$ cat src/rtl/rx_slot_pkg.sv
package rx_slot_pkg;
  localparam int SLOTS_DEF = 3;
  localparam int MAXB_DEF  = 16;
  localparam int AGEW_DEF  = 2;
  localparam int LENW_DEF  = 5;

  // Rank of a surviving slot after the slot holding rank 'cut' is freed.
  function automatic logic [AGEW_DEF-1:0] age_step(input logic [AGEW_DEF-1:0] age,
                                                   input logic [AGEW_DEF-1:0] cut);
    if (cut != '0 && age > cut) return age - 1'b1;
    return age;
  endfunction
endpackage

$ cat src/rtl/rx_frame_asm.sv
module rx_frame_asm #(
  parameter int MAXB = 16,
  parameter int LENW = 5
) (
  input  logic                  clk,
  input  logic                  rst_n,
  input  logic                  rx_valid,
  input  logic [7:0]            rx_byte,
  input  logic                  rx_eof,
  input  logic                  rx_abort,
  output logic                  frm_ok,
  output logic [LENW-1:0]       frm_len,
  output logic [MAXB-1:0][7:0]  frm_bytes
);
  localparam int CW = $clog2(MAXB + 2);
  localparam logic [CW-1:0] SAT = CW'(MAXB + 1);

  logic [CW-1:0]          cnt;
  logic [CW-1:0]          tot;
  logic [MAXB-1:0][7:0]   stage;

  always_comb begin
    tot    = (rx_valid && cnt != SAT) ? cnt + 1'b1 : cnt;
    frm_ok = rx_eof && !rx_abort && tot != '0 && tot <= CW'(MAXB);
    frm_len = LENW'(tot);
    for (int i = 0; i < MAXB; i++)
      frm_bytes[i] = (rx_valid && cnt == CW'(i)) ? rx_byte : stage[i];
  end

  always_ff @(posedge clk) begin
    if (!rst_n) begin
      cnt   <= '0;
      stage <= '0;
    end else if (rx_abort || rx_eof) begin
      cnt <= '0;
    end else if (rx_valid) begin
      for (int i = 0; i < MAXB; i++)
        if (cnt == CW'(i)) stage[i] <= rx_byte;
      cnt <= tot;
    end
  end
endmodule

$ cat src/rtl/rx_slot_rank.sv
module rx_slot_rank
  import rx_slot_pkg::*;
#(
  parameter int NSLOT = 3,
  parameter int SW    = 2
) (
  input  logic                          clk,
  input  logic                          rst_n,
  input  logic                          mode_multi,
  input  logic                          clr_en,
  input  logic [SW-1:0]                 clr_slot,
  input  logic                          store_req,
  output logic [NSLOT-1:0][AGEW_DEF-1:0] ages,
  output logic                          wr_ev,
  output logic [SW-1:0]                 wr_slot,
  output logic                          drop_ev,
  output logic                          clr_ev
);
  logic [NSLOT-1:0][AGEW_DEF-1:0] age_c;
  logic [AGEW_DEF-1:0]            cut;
  logic [AGEW_DEF-1:0]            occ;
  logic [NSLOT-1:0]               free;

  always_comb begin
    cut = '0;
    for (int s = 0; s < NSLOT; s++)
      if (clr_en && clr_slot == SW'(s)) cut = ages[s];
    occ = '0;
    for (int s = 0; s < NSLOT; s++) begin
      age_c[s] = (clr_en && clr_slot == SW'(s)) ? '0 : age_step(ages[s], cut);
      free[s]  = (age_c[s] == '0) && (mode_multi || s == 0);
      if (age_c[s] != '0) occ = occ + 1'b1;
    end
    wr_slot = '0;
    for (int s = NSLOT - 1; s >= 0; s--)
      if (free[s]) wr_slot = SW'(s);
    wr_ev   = store_req && (|free);
    drop_ev = store_req && !(|free);
    clr_ev  = clr_en && cut != '0;
  end

  always_ff @(posedge clk) begin
    if (!rst_n) begin
      ages <= '0;
    end else begin
      for (int s = 0; s < NSLOT; s++)
        ages[s] <= (wr_ev && wr_slot == SW'(s)) ? occ + 1'b1 : age_c[s];
    end
  end
endmodule

$ cat src/rtl/rx_slot_store.sv
module rx_slot_store #(
  parameter int NSLOT = 3,
  parameter int MAXB  = 16,
  parameter int LENW  = 5,
  parameter int SW    = 2,
  parameter int IDXW  = 5
) (
  input  logic                  clk,
  input  logic                  rst_n,
  input  logic                  wr_ev,
  input  logic [SW-1:0]         wr_slot,
  input  logic                  clr_ev,
  input  logic [SW-1:0]         clr_slot,
  input  logic [MAXB-1:0][7:0]  frm_bytes,
  input  logic [LENW-1:0]       frm_len,
  input  logic [SW-1:0]         rd_slot,
  input  logic [IDXW-1:0]       rd_idx,
  output logic [7:0]            rd_data
);
  logic [NSLOT-1:0][MAXB-1:0][7:0] mem;
  logic [NSLOT-1:0][LENW-1:0]      lens;

  always_ff @(posedge clk) begin
    if (!rst_n) begin
      mem  <= '0;
      lens <= '0;
    end else begin
      for (int s = 0; s < NSLOT; s++) begin
        if (wr_ev && wr_slot == SW'(s)) begin
          mem[s]  <= frm_bytes;
          lens[s] <= frm_len;
        end else if (clr_ev && clr_slot == SW'(s)) begin
          lens[s] <= '0;
        end
      end
    end
  end

  always_comb begin
    rd_data = '0;
    for (int s = 0; s < NSLOT; s++) begin
      if (rd_slot == SW'(s)) begin
        for (int i = 0; i < MAXB; i++)
          if (rd_idx == IDXW'(i) && i < int'(lens[s])) rd_data = mem[s][i];
        if (rd_idx == IDXW'(MAXB)) rd_data = 8'(lens[s]);
      end
    end
  end
endmodule

$ cat src/rtl/rx_slot_mgr.sv
module rx_slot_mgr
  import rx_slot_pkg::*;
#(
  parameter int NSLOT = SLOTS_DEF,
  parameter int MAXB  = MAXB_DEF,
  parameter int LENW  = LENW_DEF,
  localparam int SW   = (NSLOT > 1) ? $clog2(NSLOT + 1) : 1,
  localparam int IDXW = $clog2(MAXB + 2)
) (
  input  logic                      clk,
  input  logic                      rst_n,
  input  logic                      mode_multi,
  input  logic                      rx_valid,
  input  logic [7:0]                rx_byte,
  input  logic                      rx_eof,
  input  logic                      rx_abort,
  input  logic                      host_clr,
  input  logic [SW-1:0]             host_clr_slot,
  input  logic [SW-1:0]             host_slot,
  input  logic [IDXW-1:0]           host_idx,
  output logic [7:0]                host_rdata,
  input  logic [NSLOT-1:0]          irq_mask,
  output logic [NSLOT-1:0]          ready,
  output logic [NSLOT*AGEW_DEF-1:0] ages_o,
  output logic                      irq,
  output logic                      overflow
);
  logic                            frm_ok;
  logic [LENW-1:0]                 frm_len;
  logic [MAXB-1:0][7:0]            frm_bytes;
  logic [NSLOT-1:0][AGEW_DEF-1:0]  ages;
  logic                            wr_ev;
  logic [SW-1:0]                   wr_slot;
  logic                            drop_ev;
  logic                            clr_ev;

  rx_frame_asm #(.MAXB(MAXB), .LENW(LENW)) u_asm (
    .clk(clk), .rst_n(rst_n), .rx_valid(rx_valid), .rx_byte(rx_byte),
    .rx_eof(rx_eof), .rx_abort(rx_abort),
    .frm_ok(frm_ok), .frm_len(frm_len), .frm_bytes(frm_bytes)
  );

  rx_slot_rank #(.NSLOT(NSLOT), .SW(SW)) u_rank (
    .clk(clk), .rst_n(rst_n), .mode_multi(mode_multi),
    .clr_en(host_clr), .clr_slot(host_clr_slot), .store_req(frm_ok),
    .ages(ages), .wr_ev(wr_ev), .wr_slot(wr_slot),
    .drop_ev(drop_ev), .clr_ev(clr_ev)
  );

  rx_slot_store #(.NSLOT(NSLOT), .MAXB(MAXB), .LENW(LENW), .SW(SW), .IDXW(IDXW)) u_store (
    .clk(clk), .rst_n(rst_n), .wr_ev(wr_ev), .wr_slot(wr_slot),
    .clr_ev(clr_ev), .clr_slot(host_clr_slot),
    .frm_bytes(frm_bytes), .frm_len(frm_len),
    .rd_slot(host_slot), .rd_idx(host_idx), .rd_data(host_rdata)
  );

  always_comb begin
    for (int s = 0; s < NSLOT; s++) begin
      ready[s] = ages[s] != '0;
      ages_o[s*AGEW_DEF +: AGEW_DEF] = ages[s];
    end
    irq = |(ready & irq_mask);
  end

  always_ff @(posedge clk) begin
    if (!rst_n)       overflow <= 1'b0;
    else if (drop_ev) overflow <= 1'b1;
  end
endmodule

$ cat config.mk
export PLATFORM = sky130hd
export DESIGN_NAME = rx_slot_mgr
export DESIGN_NICKNAME = d
export VERILOG_FILES = /design/src/rtl/rx_slot_pkg.sv /design/src/rtl/rx_frame_asm.sv /design/src/rtl/rx_slot_rank.sv /design/src/rtl/rx_slot_store.sv /design/src/rtl/rx_slot_mgr.sv
export SDC_FILE = /design/constraint.sdc
export NUM_CORES = 2
export LEC_CHECK = 0
export BUFFER_PORTS_ARGS = -buffer_cell sky130_fd_sc_hd__clkbuf_2
export CAP_MARGIN = 10
export CORE_MARGIN = 2
export CORE_UTILIZATION = 25
export DETAILED_ROUTE_END_ITERATION = 10
export GPL_TIMING_DRIVEN = 0
export HOLD_SLACK_MARGIN = 0.1
export SYNTH_ARGS = -nofsm -noshare
export SYNTH_HDL_FRONTEND = slang
export SYNTH_SLANG_ARGS = --single-unit
$ cat constraint.sdc
create_clock -name clk -period 10.4 [get_ports clk]
set_clock_uncertainty 0.2 [all_clocks]
set_input_delay 1.56 -clock clk [delete_from_list [all_inputs] [get_ports clk]]
set_output_delay 1.56 -clock clk [all_outputs]
set_load 0.02 [all_outputs]
==> impl_metrics.yaml <==
cts:
  cts_buffer_depth: 3
  post_cts_buffers: 0
  cts_tree: "done"
  cts_resized: 0
  postCtsHoldBufs: 0
  clk_latency_ns: 0.65
  cts_max_level: 2
  cts_inserted_buffers: 59
  clkSlewWorstSetupHoldPaths_ns: 0.06
  clockRootBuffer: "clkbuf_16"
  clock-sinks: 539
detailed_routing:
  vias: 25844
  drc_errors: 0
  routed_wl_um: 118000
  wl_per_cell_um: 25.1
  firstDrtPassIters: 8
  drt_iter0_markers: 4045
  vias_per_cell: 5.49
  postRouteAntennaNets: 0
cells_and_area:
  area_delta_synth_final_pct: 14.8
  fin_cells: 4706
  num-fill-cells: 11368
  multi_input_area_mm2: 0.0144
  final_common_cell: "nand2_1"
  nets: 3310
  final_cell_mix: "nand2_1, dfxtp_1, a21oi_1"
  drive_gt1_share_pct: 11.1
  register_area_mm2: 0.0108
pwr:
  p_clk_share_pct: 46.1
  switching_share_pct: 25.9
  internal_power_uw: 3410
  p_sw_uw: 1190
  pwr-share-comb_pct: 7.4
  pwr_density_cell_mw_per_mm2: 152
  power_frac_seq_pct: 46.5
  peakVddDrop_v: 0.000123
  power.leakage_uw: 0.0120
synthesis:
  synthesis.nets: 3202
  ys_top_cells_by_area: "dfxtp_1, mux2i_1, nand2_1, a21oi_1, nor3_1"
  synth_edf_count: 0
  netlist_instances: 3159
  ys_seq_elements: 539
  synth_area_leader_cell: "dfxtp_1"
  synth.distinct_cells: 93
  yosys_warnings: 0
  synth-main-ff-cell: "dfxtp_1"
  synth.top_cell.area_share_pct: 40.8
  ys_seq_area_share_pct: 40.8
  syn_area_per_cell_um2: 8.37
  synthArstFlopShare_pct: 0
  synth_area_mm2: 0.0264
critical_path:
  crit_path_max_fanout: 10
  rr_endpoint: "u_rank.ages[0]$_SDFF_PN0_"
  crit-reg2reg-launch: "u_rank.ages[1]$_SDFF_PN0_"
  arrival_ns: 5.97
  cp-startpoint: "host_idx[0]"
  crit_path_end_kind: "output port"
  crit_type: "in2out"
  worstRegToRegCells: 15
  crit_path_end: "host_rdata[4]"
  cp.required_ns: 8.64
  r2r_slack_ns: 5.83
  start_kind: "input pin"
sta:
  drv_slew: 0
  finalSetupViolCount: 0
  whs_ns: 0.252
  rsz0062_at_grt: "no"
  post-route-min-period_ns: 7.73
  fin_crit_sh_pct: 74.3
  max_slew_margin_pct: 14.3
  max_freq_mhz: 129
  finalSetupTns_ns: 0
  hold_violations: 0
  worst_pin_slew_ns: 1.27
die:
  start_util_pct: 25.2
  die_h_um: 329
  die_w_um: 329
  rows: 119
  dieArea_mm2: 0.108
  core_mm2: 0.105
  io_pins: 46
placement:
  place_congestion: 1.01
  place_inst: 4591
  dp_hpwl_um: 91500
  portBuffers: 40
global_route:
  grt_use_total_pct: 21.0
  grt_max_degree: 15
  grt.overflow.total: 0
  grt_pass1_wl_um: 167000
  grt_pass1_vias: 23516
  antenna_found_initial: 10
run_status:
  outcome: "complete, no violations"
worst_hold_path:
  hp-class: "reg2reg"
  hold_depth: 2
run:
  cap_viol_max_count: 0
==> cell families after synthesis <==
kind of cell,synth area share (%)
flip-flops,40.8
adder cells (fa/ha/maj),0.795
AO/OA/AOI/OAI,16.6
buffers and inverters,4.82
multiplexers,15.6
AND/OR/NAND/NOR,21.1
XOR/XNOR,0.232
==> state kept, by name, summed over array words and instances (netlist names) <==
name	cells
u_asm.cnt	5
u_asm.stage	128
overflow	1
u_store.lens	15
u_rank.ages	6
u_store.mem	384
==> per-stage QoR <==
step	area (µm²)	util, %	setup slack (ns)	total power (µW)
2_1_floorplan	26400	-	4.90	2380
4_1_cts	30300	28.8	2.95	4590
3_5_place_dp	28400	27.0	2.95	2510
3_3_place_gp	28400	27.0	2.90	2510
6_report	30300	28.9	2.67	4600
5_1_grt	30300	28.9	2.87	4710
==> routing by layer <==
| layer | GRT usage, % | vias to the layer above | share of wire, % |
|---|---|---|---|
| met4 | 9.59 | 10 | 5.3 |
| met1 | 29.2 | 12403 | 42 |
| li1 | - | 11544 | - |
| met2 | 31.3 | 1562 | 42 |
| met3 | 3.84 | 325 | 10 |
| met5 | 0 | - | 0.050 |
==> area by class of cell <==
type                       count  area share, %
antenna                        3         0.0247
buffer                       258           3.84
clock buffer                  93           5.89
clock inverter                13          0.416
inverter                      29          0.359
multi-input combinational   2333           47.4
sequential                   539           35.6
tap                         1391           5.74
timing repair buffer          47          0.800
==> critical path: stages <==
cell,delay [ns]
clkbuf_2,0.15
buf_2,0.25
nor2_1,0.87
o311ai_0,0.73
o211ai_1,0.42
a31oi_1,0.19
nor4b_1,0.68
o211ai_1,0.26
or4_1,0.63
clkbuf_2,0.21
==> power groups by stage <==
stage	combinational (µW)	clock [µW]	sequential, µW
2_1_floorplan	209	0	2170
3_3_place_gp	326	0	2180
3_5_place_dp	328	0	2180
4_1_cts	329	2130	2140
5_1_grt	359	2210	2140
6_report	340	2120	2140
==> cells in the mapped netlist (29+ instances only) <==
cell type,number
mux2_2,116
a211oi_1,33
nand2_1,708
a21oi_1,304
nor3_1,269
buf_2,62
o21ai_0,34
dfxtp_1,539
clkbuf_1,168
inv_1,29
nand3_1,41
mux2i_1,282
nor2_1,76
o22ai_1,34
a22oi_1,47
==> worst min path at each step <==
stage | from | endpoint | slack [ns]
floorplan | u_asm.stage[0]$_SDFFE_PN0P_ | u_asm.stage[0]$_SDFFE_PN0P_ | 0.23
global placement | u_asm.stage[18]$_SDFFE_PN0P_ | u_asm.stage[18]$_SDFFE_PN0P_ | 0.24
detailed placement | u_asm.stage[94]$_SDFFE_PN0P_ | u_asm.stage[94]$_SDFFE_PN0P_ | 0.24
CTS | u_asm.stage[121]$_SDFFE_PN0P_ | u_asm.stage[121]$_SDFFE_PN0P_ | 0.25
global route | u_asm.stage[110]$_SDFFE_PN0P_ | u_asm.stage[110]$_SDFFE_PN0P_ | 0.27
finish | u_asm.stage[19]$_SDFFE_PN0P_ | u_asm.stage[19]$_SDFFE_PN0P_ | 0.25
Power figures use the tool's default switching activity.
